===== src/rtl/keyint_pkg.sv =====
// Shared constants, register addresses and group-index helper for the
// key input match-change detector.
package keyint_pkg;
    localparam int NUM_GRP   = 5;
    localparam int GRP_IDX_W = $clog2(NUM_GRP);
    localparam int ADDR_W    = 3;
    localparam int DATA_W    = 8;

    typedef enum logic [ADDR_W-1:0] {
        A_MASK0 = 3'd0,
        A_CMP0  = 3'd1,
        A_CH1   = 3'd2,
        A_SEL   = 3'd3,
        A_FLAG  = 3'd4
    } reg_addr_e;

    // Extension bit overrides the 2-bit select and picks the last group.
    function automatic logic [GRP_IDX_W-1:0] grp_index(input logic [1:0] sel, input logic ext);
        return ext ? GRP_IDX_W'(NUM_GRP - 1) : GRP_IDX_W'(sel);
    endfunction
endpackage


===== src/rtl/keyint_sync.sv =====
// Two-flop synchroniser for a bus of asynchronous pins, plus a valid
// shift that rises once the second stage holds a real sample.
// Assumes each pin is independent (no bus coherency needed).
module keyint_sync #(
    parameter int W = 8
) (
    input  logic         clk,
    input  logic         rst_n,
    input  logic [W-1:0] d,
    output logic [W-1:0] q,
    output logic         valid
);
    logic [W-1:0] stage1;
    logic [1:0]   vld_sr;

    // Shift pins through two flops and track sample validity.
    always_ff @(posedge clk) begin
        if (!rst_n) begin
            stage1 <= '0;
            q      <= '0;
            vld_sr <= '0;
        end else begin
            stage1 <= d;
            q      <= stage1;
            vld_sr <= {vld_sr[0], 1'b1};
        end
    end

    assign valid = vld_sr[1];
endmodule


===== src/rtl/keyint_chan.sv =====
// One key-input channel: picks a W-bit slice at offset LSB from one of
// NGRP ports, compares masked pins to a pattern, and sets a sticky flag
// on a match-to-mismatch transition. Assumes synchronised inputs.
module keyint_chan
    import keyint_pkg::*;
#(
    parameter int W      = 5,
    parameter int LSB    = 0,
    parameter int PORT_W = 8
) (
    input  logic                     clk,
    input  logic                     rst_n,
    input  logic [NUM_GRP*PORT_W-1:0] ports,
    input  logic                     valid,
    input  logic [GRP_IDX_W-1:0]     grp_idx,
    input  logic [W-1:0]             mask,
    input  logic [W-1:0]             cmp,
    input  logic                     clr,
    output logic                     flag
);
    logic [W-1:0] grp [NUM_GRP];
    logic [W-1:0] grp_sel;
    logic         match;
    logic         prev_match;
    logic         primed;
    logic         event_hit;

    for (genvar g = 0; g < NUM_GRP; g++) begin : g_slice
        assign grp[g] = ports[g*PORT_W + LSB +: W];
    end

    // Route the selected group to the comparator.
    always_comb begin
        grp_sel = '0;
        if (grp_idx < GRP_IDX_W'(NUM_GRP)) grp_sel = grp[grp_idx];
    end

    assign match     = ((grp_sel ^ cmp) & mask) == '0;
    assign event_hit = primed && prev_match && !match;

    // Remember last match state once real samples arrive.
    always_ff @(posedge clk) begin
        if (!rst_n) begin
            prev_match <= 1'b0;
            primed     <= 1'b0;
        end else begin
            primed <= valid;
            if (valid) prev_match <= match;
        end
    end

    // Sticky factor flag: event sets, write-1 clears, set wins.
    always_ff @(posedge clk) begin
        if (!rst_n)         flag <= 1'b0;
        else if (event_hit) flag <= 1'b1;
        else if (clr)       flag <= 1'b0;
    end


    masked_out_chk: assert property (@(posedge clk) disable iff (!rst_n)
        (mask == '0) |-> match);

    set_on_break_chk: assert property (@(posedge clk) disable iff (!rst_n)
        (primed && prev_match && !match) |=> flag);

    hold_chk: assert property (@(posedge clk) disable iff (!rst_n)
        (!(primed && prev_match && !match) && !clr) |=> $stable(flag));

    clear_chk: assert property (@(posedge clk) disable iff (!rst_n)
        (clr && !(primed && prev_match && !match)) |=> !flag);
endmodule


===== src/rtl/keyint_detect.sv =====
// Top of the key input match-change interrupt detector: register file,
// input synchroniser and two channels (5-bit low slice, 4-bit high slice).
// Assumes W1 <= 4 so channel 1 mask and compare share one register.
module keyint_detect
    import keyint_pkg::*;
#(
    parameter int PORT_W = 8,
    parameter int W0     = 5,
    parameter int W1     = 4,
    parameter int W1_LSB = 4
) (
    input  logic              clk,
    input  logic              rst_n,
    input  logic              wr_en,
    input  logic [ADDR_W-1:0] addr,
    input  logic [DATA_W-1:0] wdata,
    output logic [DATA_W-1:0] rdata,
    input  logic [PORT_W-1:0] port_a,
    input  logic [PORT_W-1:0] port_b,
    input  logic [PORT_W-1:0] port_c,
    input  logic [PORT_W-1:0] port_d,
    input  logic [PORT_W-1:0] port_e,
    output logic              irq0,
    output logic              irq1
);
    localparam int BUS_W = NUM_GRP * PORT_W;

    logic [W0-1:0] mask0_q, cmp0_q;
    logic [W1-1:0] mask1_q, cmp1_q;
    logic [1:0]    sel0_q, sel1_q;
    logic          ext0_q, ext1_q, en0_q, en1_q;
    logic [BUS_W-1:0] ports_s;
    logic          s_valid;
    logic          flag0, flag1, clr0, clr1;
    logic          flag_wr;

    // Configuration register writes.
    always_ff @(posedge clk) begin
        if (!rst_n) begin
            mask0_q <= '0; cmp0_q <= '0;
            mask1_q <= '0; cmp1_q <= '0;
            sel0_q  <= '0; sel1_q <= '0;
            ext0_q  <= 1'b0; ext1_q <= 1'b0;
            en0_q   <= 1'b0; en1_q  <= 1'b0;
        end else if (wr_en) begin
            case (addr)
                A_MASK0: mask0_q <= wdata[W0-1:0];
                A_CMP0:  cmp0_q  <= wdata[W0-1:0];
                A_CH1: begin
                    mask1_q <= wdata[W1-1:0];
                    cmp1_q  <= wdata[4 +: W1];
                end
                A_SEL: begin
                    sel0_q <= wdata[1:0];
                    sel1_q <= wdata[3:2];
                    ext0_q <= wdata[4];
                    ext1_q <= wdata[5];
                    en0_q  <= wdata[6];
                    en1_q  <= wdata[7];
                end
                default: ;
            endcase
        end
    end

    // Combinational read mux.
    always_comb begin
        rdata = '0;
        case (addr)
            A_MASK0: rdata[W0-1:0] = mask0_q;
            A_CMP0:  rdata[W0-1:0] = cmp0_q;
            A_CH1: begin
                rdata[W1-1:0]  = mask1_q;
                rdata[4 +: W1] = cmp1_q;
            end
            A_SEL:   rdata = {en1_q, en0_q, ext1_q, ext0_q, sel1_q, sel0_q};
            A_FLAG:  rdata[1:0] = {flag1, flag0};
            default: rdata = '0;
        endcase
    end

    assign flag_wr = wr_en && (addr == A_FLAG);
    assign clr0    = flag_wr && wdata[0];
    assign clr1    = flag_wr && wdata[1];

    keyint_sync #(.W(BUS_W)) u_sync (
        .clk(clk), .rst_n(rst_n),
        .d({port_e, port_d, port_c, port_b, port_a}),
        .q(ports_s), .valid(s_valid)
    );

    keyint_chan #(.W(W0), .LSB(0), .PORT_W(PORT_W)) u_ch0 (
        .clk(clk), .rst_n(rst_n), .ports(ports_s), .valid(s_valid),
        .grp_idx(grp_index(sel0_q, ext0_q)), .mask(mask0_q), .cmp(cmp0_q),
        .clr(clr0), .flag(flag0)
    );

    keyint_chan #(.W(W1), .LSB(W1_LSB), .PORT_W(PORT_W)) u_ch1 (
        .clk(clk), .rst_n(rst_n), .ports(ports_s), .valid(s_valid),
        .grp_idx(grp_index(sel1_q, ext1_q)), .mask(mask1_q), .cmp(cmp1_q),
        .clr(clr1), .flag(flag1)
    );

    assign irq0 = flag0 && en0_q;
    assign irq1 = flag1 && en1_q;


    mask_write_chk: assert property (@(posedge clk) disable iff (!rst_n)
        (wr_en && addr == A_MASK0) |=> (mask0_q == $past(wdata[W0-1:0])));

    reset_irq_chk: assert property (@(posedge clk)
        !rst_n |=> (!irq0 && !irq1));
endmodule


===== config.mk =====
export PLATFORM = sky130hd
export DESIGN_NAME = keyint_detect
export DESIGN_NICKNAME = d
export VERILOG_FILES = /design/src/rtl/keyint_pkg.sv /design/src/rtl/keyint_sync.sv /design/src/rtl/keyint_chan.sv /design/src/rtl/keyint_detect.sv
export SDC_FILE = /design/constraint.sdc
export NUM_CORES = 1
export LEC_CHECK = 0
export BUFFER_PORTS_ARGS = -buffer_cell sky130_fd_sc_hd__buf_2
export CORE_UTILIZATION = 50
export DETAILED_ROUTE_END_ITERATION = 7
export GPL_TIMING_DRIVEN = 0
export PLACE_DENSITY = 0.76
export SLEW_MARGIN = 20
export SYNTH_ARGS = -nofsm -noshare
export SYNTH_HDL_FRONTEND = slang
export SYNTH_SLANG_ARGS = --single-unit

===== constraint.sdc =====
create_clock -name clk -period 3.4 [get_ports clk]
set_input_delay 0.51 -clock clk [delete_from_list [all_inputs] [get_ports clk]]
set_output_delay 0.51 -clock clk [all_outputs]
set_load 0.01 [all_outputs]

## Word level (Yosys, flattened, before mapping)

Index checks and enable logic that the tools add are counted.

| storage, ports and cells | value |
|---|---|
| ROM bits | 0 |
| input bits | 54 |
| register bits after elaboration | 113 |
| RAM bits | 0 |
| word-level logic and storage cells | 71 |
| latch bits | 0 |
| memories kept | 0 |

| cells by class | value |
|---|---|
| reduce and logical (&&, ||, !) cells | 20 |
| $add $sub $neg | 0 |
| $mul | 0 |
| order comparisons | 4 |
| bitwise operators | 6 |
| shift operators | 0 |
| multiplexer cells | 18 |
| equality and inequality tests | 4 |
| div/mod/pow operators | 0 |

Operators by type and width:

| kind | number |
|---|---|
| $bmux W5 S3 | 1 |
| $mux W5 | 3 |
| $bmux W4 S3 | 1 |
| $mux W4 | 3 |
| $pmux W3 S4 | 1 |
| $pmux W2 S5 | 1 |
| $logic_and A1 B1 Y1 | 9 |
| $ge A4 B4 Y1 const B | 2 |
| $not A3 Y4 | 2 |
| $reduce_and A2 Y1 | 4 |
| $eq A3 B2 Y1 const B | 2 |
| $lt A3 B3 Y1 const B | 2 |
| $mux W3 | 2 |
| $pmux W3 S2 | 1 |
| $and A5 B5 Y5 | 1 |
| $logic_not A5 Y1 | 1 |
| $mux W1 | 5 |
| $xor A5 B5 Y5 | 1 |
| $and A4 B4 Y4 | 1 |
| $logic_not A4 Y1 | 1 |
| $reduce_bool A2 Y1 | 2 |
| $xor A4 B4 Y4 | 1 |
| $eq A3 B1 Y1 const B | 1 |
| $eq A3 B3 Y1 const B | 1 |
| 2 further kinds | 3 |

## Longest topological paths before layout

Gate-level depths: netlist of the first run.

| logic depth | value |
|---|---|
| word-level depth | 12 |
| depth in mapped cells | 7 |

## Hierarchy

Synthesis of the first run repeated with hierarchy kept, for this count alone.

| unflattened totals | value |
|---|---|
| cell total of the unflattened synthesis | 399 |
| area, all modules | 4420.5 um2 |

Modules (own cells, without submodules):

| module | seq. area each (um2) | cells an instance | instances | area each (um2) |
|---|---|---|---|---|
| keyint_sync | 1641.6 | 171 | 1 | 2289.7 |
| keyint_detect | 520.5 | 135 | 1 | 1335.0 |
| keyint_chan (u_ch0) | 60.1 | 53 | 1 | 441.7 |
| keyint_chan (u_ch1) | 60.1 | 40 | 1 | 354.1 |

## Least setup slack after synthesis of the first run

Ideal clock, no wire load.

| timing | value |
|---|---|
| path kind | input-to-output |
| from | in addr[0] |
| to | out rdata[1] |
| stages on the path | 4 |
| required time | 2.890 ns |
| data arrival time | 1.413 ns |
| buffers on the path | 1 |
| slack | 1.477 ns |
| cells stage by stage | buf_2 > mux4_2 > inv_1 > o21ai_0 |

| between the ends | value |
|---|---|
| word-level cells in the longest chain between the ends | 2 |

Ends and longest elaborated chain:

| item | line | text |
|---|---|---|
| start, declared | keyint_detect.sv:15 | `input logic [ADDR_W-1:0] addr,` |
| $eq A3 B3 Y1 (tied with other cells) | keyint_detect.sv:69 | `case (addr)` |
| $pmux W2 S5 (*) | keyint_detect.sv:69 |  |
| end, declared | keyint_detect.sv:17 | `output logic [DATA_W-1:0] rdata,` |

Mark *: on every way between the ends. The rest lies on a longest branch, timed or not.

## Worst setup path in the final report of the first run

| timing | value |
|---|---|
| from | in addr[0] |
| to | out rdata[3] |

| between the ends | value |
|---|---|
| word-level cells in the longest chain between the ends | 2 |

Ends and longest elaborated chain:

| item | line |
|---|---|
| $eq A3 B2 Y1 (tied with other cells) | keyint_detect.sv:69 |
| $pmux W3 S4 (*) | keyint_detect.sv:69 |

Marked as above.

==> impl_metrics.csv, run 1 <==
group,metric,value,unit
power,p_leak,2.084,nW
logic_synthesis,synth_edf_count,0,
floorplanning,initial_utilization,52.51,%
clocking,cts_tree,"built",
power,p_comb_share,4.9,%
power,vdd_drop_max,0.3954,mV
sta,slew-limit-headroom,48.41,%
logic_synthesis,synth-warning-count,0,
worst_setup_path,rrSetupSlack,1320,ps
worst_setup_path,critPathCaptureType,"output pin",
logic_synthesis,synth_top_area_share,54.62,%
logic_synthesis,ys_ff_latch,113,
sta,skew,7.871,ps
clocking,cts_hold_buffers,0,
worst_setup_path,r2r_cells,7,
floorplanning,die_area,8651,um^2
sta,slew_violations,0,
worst_setup_path,required,2890,ps
final_layout,drive_above_1_share,22.93,%
routing,viasPerCell,4.959,
power,netSwitchingFraction,20.27,%
worst_setup_path,regToRegStartpoint,"sel0_q[0]$_SDFFE_PN0P_",
final_layout,nets,525,
final_layout,final_core_utilization,65.48,%
sta,rsz0062_at_grt,"false",
logic_synthesis,async_reset_ff_share,0,%
clocking,clock_sinks,113,
status,status,"complete, no violations",
routing,ant_nets,0,
final_layout,areaGrowthSynthToFinish,24.71,%
floorplanning,die_y,93.01,um
worst_hold_path,hold_path_end,"u_sync.vld_sr[0]$_DFF_P_",
logic_synthesis,yosysTopAreaCell,"dfxtp_1",
clocking,cts_max_path_buffers,2,
worst_setup_path,startpoint_type,"input pin",
sta,fin_tns_setup,0,ps
logic_synthesis,netlist_area,4141,um^2
place,placement.io_buffers,62,
power,p_int,0.002609,W
power,power_frac_seq,42.8,%
final_layout,diodes,0,
routing,first_pass_iters,4,
floorplanning,ioPinCount,64,
sta,setup_violations,0,
clocking,clock_latency,500,ps
routing,num_vias,2906,
final_layout,final_cell_area,5165,um^2
sta,final_hold_viol_count,0,
global_route,antenna_found_initial,0,
logic_synthesis,yosysUniqueCellTypes,34,
routing,drtIter0Drc,133,
sta,fin_crit,2327,ps
worst_setup_path,worstPathArrival,1820,ps
global_route,grt_max_degree,17,
sta,timing.final.crit_share,68.44,%
worst_hold_path,holdPathStages,1,
global_route,overflow,0,
power,switchingPower,0.0006634,W
job,cap_violations,0,
place,dp_hpwl,5926,um
logic_synthesis,synth_seq_area_share,54.62,%
logic_synthesis,synth_ff_type,"dfxtp_1",
clocking,cts-root-buf,"clkbuf_8",
floorplanning,num_rows,32,
final_layout,fillers,618,
clocking,h-tree-depth,4,
logic_synthesis,syn_inst,390,
final_layout,multi_input_area,1777,um^2
floorplanning,fp.dieW,93.01,um
worst_hold_path,hp-class,"input pin to register",
routing,wl_per_cell,14.19,um
floorplanning,core,7888,um^2
clocking,cts-buffers-inserted,17,
sta,holdWs,191.3,ps
routing,wl,8317,um
global_route,grt_use_total,21.61,%
worst_setup_path,timing_worst_setup_path_type,"input pin to output pin",
sta,tightest_slew,771.9,ps
logic_synthesis,yosys-top-cells-area,"dfxtp_1, and2_1, mux2i_1",
place,place.gp.congestion,0.8199,
clocking,ctsResizeCount,0,
worst_setup_path,reg2reg_to,"u_ch0.prev_match$_SDFFE_PN0P_",
logic_synthesis,syn_nets,444,
clocking,clk_pin_slew,50,ps
logic_synthesis,avgSynthCellArea,10.62,um^2
power,p_per_area,633.5,nW/um^2
final_layout,seq_area,2262,um^2
worst_setup_path,path_max_fanout,10,
place,placed_cell_area,4579,um^2
sta,max_freq,429.8,MHz
worst_hold_path,hp-start,"rst_n",
clocking,post-cts-setup-buffers,0,
power,clkPwrFrac,52.3,%
routing,drc,0,
global_route,grt_pass1_wl,13960,um
global_route,grt_pass1_vias,2933,
## cell usage after synthesis, types with 6 or more instances
cell type / number
a21boi_0: 16
a22oi_1: 6
and2_1: 84
clkbuf_1: 14
dfxtp_1: 113
mux2i_1: 25
mux4_2: 8
nand2_1: 47
nor2_1: 8
nor2b_1: 19
## layout by cell type, fill, tap and decap left out, drive strengths merged, types with 3 or more instances in the layout
master  instances
nand2          47
a22oi           6
xnor2           5
buf            68
mux4           10
mux2i          25
and2           84
inv             4
dfxtp         113
clkinv          7
a21boi         16
nand3           5
o21ai           5
nor2            8
bufinv          3
nor2b          19
clkbuf         35
## worst max-delay path, cell delays in order
cell     delay (ps)
buf_2           140
buf_2           310
mux4_2          560
nor2b_1         150
buf_2           150
## area by class of cell
| class | instances | area share, % |
|---|---|---|
| tap | 102 | 2.471 |
| multi-input combinational | 253 | 34.40 |
| timing repair buffer | 62 | 6.008 |
| clock inverter | 11 | 2.641 |
| sequential | 113 | 43.80 |
| buffer | 20 | 1.696 |
| inverter | 4 | 0.2907 |
| clock buffer | 21 | 8.697 |
## state kept, by name, indices dropped and copies added (netlist names)
signal	flops
u_sync.q	40
u_sync.stage1	40
cmp0_q	5
mask0_q	5
cmp1_q	4
mask1_q	4
sel0_q	2
sel1_q	2
u_sync.vld_sr	2
en0_q	1
en1_q	1
ext0_q	1
ext1_q	1
u_ch0.flag	1
u_ch0.prev_match	1
u_ch0.primed	1
u_ch1.flag	1
u_ch1.prev_match	1
## per-layer routing
metal | global-route usage (%) | vias to the layer above | share of wire (%) | routed length, um
met2 | 36.58 | 93 | 50 | 4136
met1 | 25.51 | 1328 | 43 | 3568
met4 | 9.231 | 0 | 2.2 | 181
li1 | - | 1464 | - | -
met3 | 6.260 | 21 | 5.2 | 430
met5 | 0 | - | 0 | 0
## kinds of logic after synthesis
logic type      synth area share, %
mux                           12.21
flops                         54.62
simple gates                  23.72
xor+xnor                      1.057
buf+inv                       2.477
compound gates                5.921
## power by group through the flow
stage | clock [W] | sequential [W] | combinational, W
final | 0.00171 | 0.00140 | 0.000160
after detailed placement | 0 | 0.00143 | 0.000159
after global routing | 0.00180 | 0.00140 | 0.000179
after global placement | 0 | 0.00142 | 0.000154
after floorplan | 0 | 0.00142 | 0.0000991
after CTS | 0.00173 | 0.00140 | 0.000161
## stage by stage
| step | std cells | total power [W] | setup slack [ps] |
|---|---|---|---|
| floorplan | 390 | 0.001518 | 1477 |
| global placement | 554 | 0.001579 | 1101 |
| finish | 586 | 0.003272 | 1073 |
| global route | 586 | 0.003386 | 990.2 |
| CTS | 586 | 0.003295 | 1082 |
| detailed placement | 554 | 0.001586 | 1079 |
## how the worst max path moves through the flow
stage                    end    start  cells past startpoint  slack, ps
CTS                 rdata[3]  addr[0]                      5       1080
global placement    rdata[3]  addr[0]                      5       1100
finish              rdata[3]  addr[0]                      5       1070
detailed placement  rdata[3]  addr[0]                      5       1080
floorplan           rdata[1]  addr[0]                      4       1480
global route        rdata[1]  addr[0]                      6        990
(Power assumes the default switching activity.)
==> inputs of run 2 (changes only) <==
Clock period 3.4 ns to 2.21 ns, I/O delays scaled along.
==> impl_metrics.csv, run 2 (synthesis results as in run 1) <==
group,metric,value,unit
worst_setup_path,startpoint_type,"register",
routing,num_vias,2907,
clocking,cts-buffers-inserted,17,
clocking,h-tree-depth,4,
global_route,grt_pass1_vias,2936,
final_layout,top_regs,"u_sync.q (40), u_sync.stage1 (40)",
final_layout,final_cell_mix,"dfxtp_1, and2_1, buf_2, nand2_1, mux2i_1",
clocking,clock_latency,500,ps
routing,viasPerCell,4.952,
floorplanning,fp.dieW,93.01,um
routing,drc,0,
routing,wl_per_cell,14.19,um
power,netSwitchingFraction,20.30,%
sta,final_hold_viol_count,0,
floorplanning,num_rows,32,
final_layout,final_cell_area,5175,um^2
sta,skew,7.543,ps
sta,slew-limit-headroom,49.67,%
sta,slew_violations,0,
floorplanning,die_area,8651,um^2
power,clkPwrFrac,52.3,%
floorplanning,initial_utilization,52.51,%
global_route,grt_pass1_wl,13970,um
worst_setup_path,path_max_fanout,10,
place,placement.io_buffers,62,
worst_setup_path,required,1880,ps
power,vdd_drop_max,0.6094,mV
sta,holdWs,34.06,ps
floorplanning,ioPinCount,64,
worst_setup_path,critPathCaptureType,"output pin",
routing,wl,8329,um
final_layout,nets,526,
power,p_int,0.004015,W
status,status,"complete, no violations",
clocking,cts_max_path_buffers,2,
power,power_frac_seq,42.8,%
clocking,clock_sinks,113,
power,totalPowerFinal,0.005037,W
final_layout,areaGrowthSynthToFinish,24.95,%
sta,tightest_slew,753.0,ps
final_layout,diodes,0,
power,p_per_area,973.4,nW/um^2
worst_setup_path,worstPathArrival,1780,ps
routing,first_pass_iters,4,
sta,fin_crit,2110,ps
final_layout,drive_above_1_share,22.89,%
sta,fin_tns_setup,0,ps
power,p_comb_share,4.9,%
global_route,grt_use_total,21.62,%
floorplanning,die_y,93.01,um
routing,drtIter0Drc,120,
place,dp_hpwl,5926,um
place,place.gp.congestion,0.8199,
global_route,overflow,0,
clocking,post-cts-setup-buffers,0,
clocking,cts_tree,"built",
sta,rsz0062_at_grt,"false",
power,p_leak,2.088,nW
clocking,clk_pin_slew,50,ps
routing,ant_nets,0,
worst_setup_path,timing_worst_setup_path_type,"register to output pin",
clocking,cts-root-buf,"clkbuf_8",
global_route,antenna_found_initial,0,
floorplanning,core,7888,um^2
place,placed_cell_area,4579,um^2
job,cap_violations,0,
sta,setup_violations,0,
global_route,grt_max_degree,17,
sta,timing.final.crit_share,95.46,%
worst_hold_path,hp-class,"input pin to register",
final_layout,final_common_cell,"dfxtp_1",
sta,max_freq,474.0,MHz
power,switchingPower,0.001023,W
## run 2: changes by cell type in the layout (fill, tap and decap cells not counted), sizes merged
| cell | previous run | this run |
|---|---|---|
| dlygate4sd3 | 0 | 1 |
## run 2: critical path: stages (launching register included)
cell and delay, ps:
dfxtp_1 300, buf_2 180, mux4_2 510, nor2b_1 140, buf_2 150
## run 2: timing repair
item                                    in CTS  in global routing
endpoints found under the setup margin       0                  1
hold buffers                                 1                  0
resized for setup                            0                  1
hold endpoints to repair                     1                  0
## run 2: final timing paths
kind / start / end / slack (ps) / cells after the start
max: ext0_q$_SDFFE_PN0P_ / rdata[4] / 100 / 4
min: port_a[3] / u_sync.stage1[3]$_SDFF_PN0_ / 30 / 2
min reg2reg: u_sync.stage1[36]$_SDFF_PN0_ / u_sync.q[36]$_SDFF_PN0_ / 430 / 1
max reg2reg: sel0_q[0]$_SDFFE_PN0P_ / u_ch0.prev_match$_SDFFE_PN0P_ / 120 / 7
## run 2: power groups by stage
stage	clock network, W	logic (W)	registers, W
after floorplan	0	0.000152	0.00218
after global placement	0	0.000238	0.00219
after detailed placement	0	0.000245	0.00220
after CTS	0.00267	0.000250	0.00215
after global routing	0.00277	0.000277	0.00216
final	0.00264	0.000247	0.00215
## run 2: final cells by class
class	instances	area, um^2
buffer	20	87.58
clock buffer	21	449.2
clock inverter	11	136.4
fill	617	2713
inverter	4	15.01
multi-input combinational	253	1777
sequential	113	2262
tap	102	127.6
timing repair buffer	63	320.3
## run 2: per-stage QoR
stage / utilization (%) / setup WS [ps] / std cells
after floorplan: - / 365.6 / 390
after global placement: 58.06 / 158.1 / 554
after detailed placement: 58.06 / 151.8 / 554
after CTS: 65.61 / 89.56 / 587
after global routing: 65.61 / 13.28 / 587
final: 65.61 / 100.4 / 587
## run 2: routing by layer
layer | share of wire, % | vias to the layer above | wire length [um] | GRT usage [%]
li1 | - | 1466 | - | -
met1 | 43 | 1324 | 3554 | 25.56
met2 | 50 | 94 | 4152 | 36.58
met3 | 5.1 | 23 | 425 | 6.260
met4 | 2.4 | 0 | 196 | 9.231
met5 | 0 | - | 0 | 0
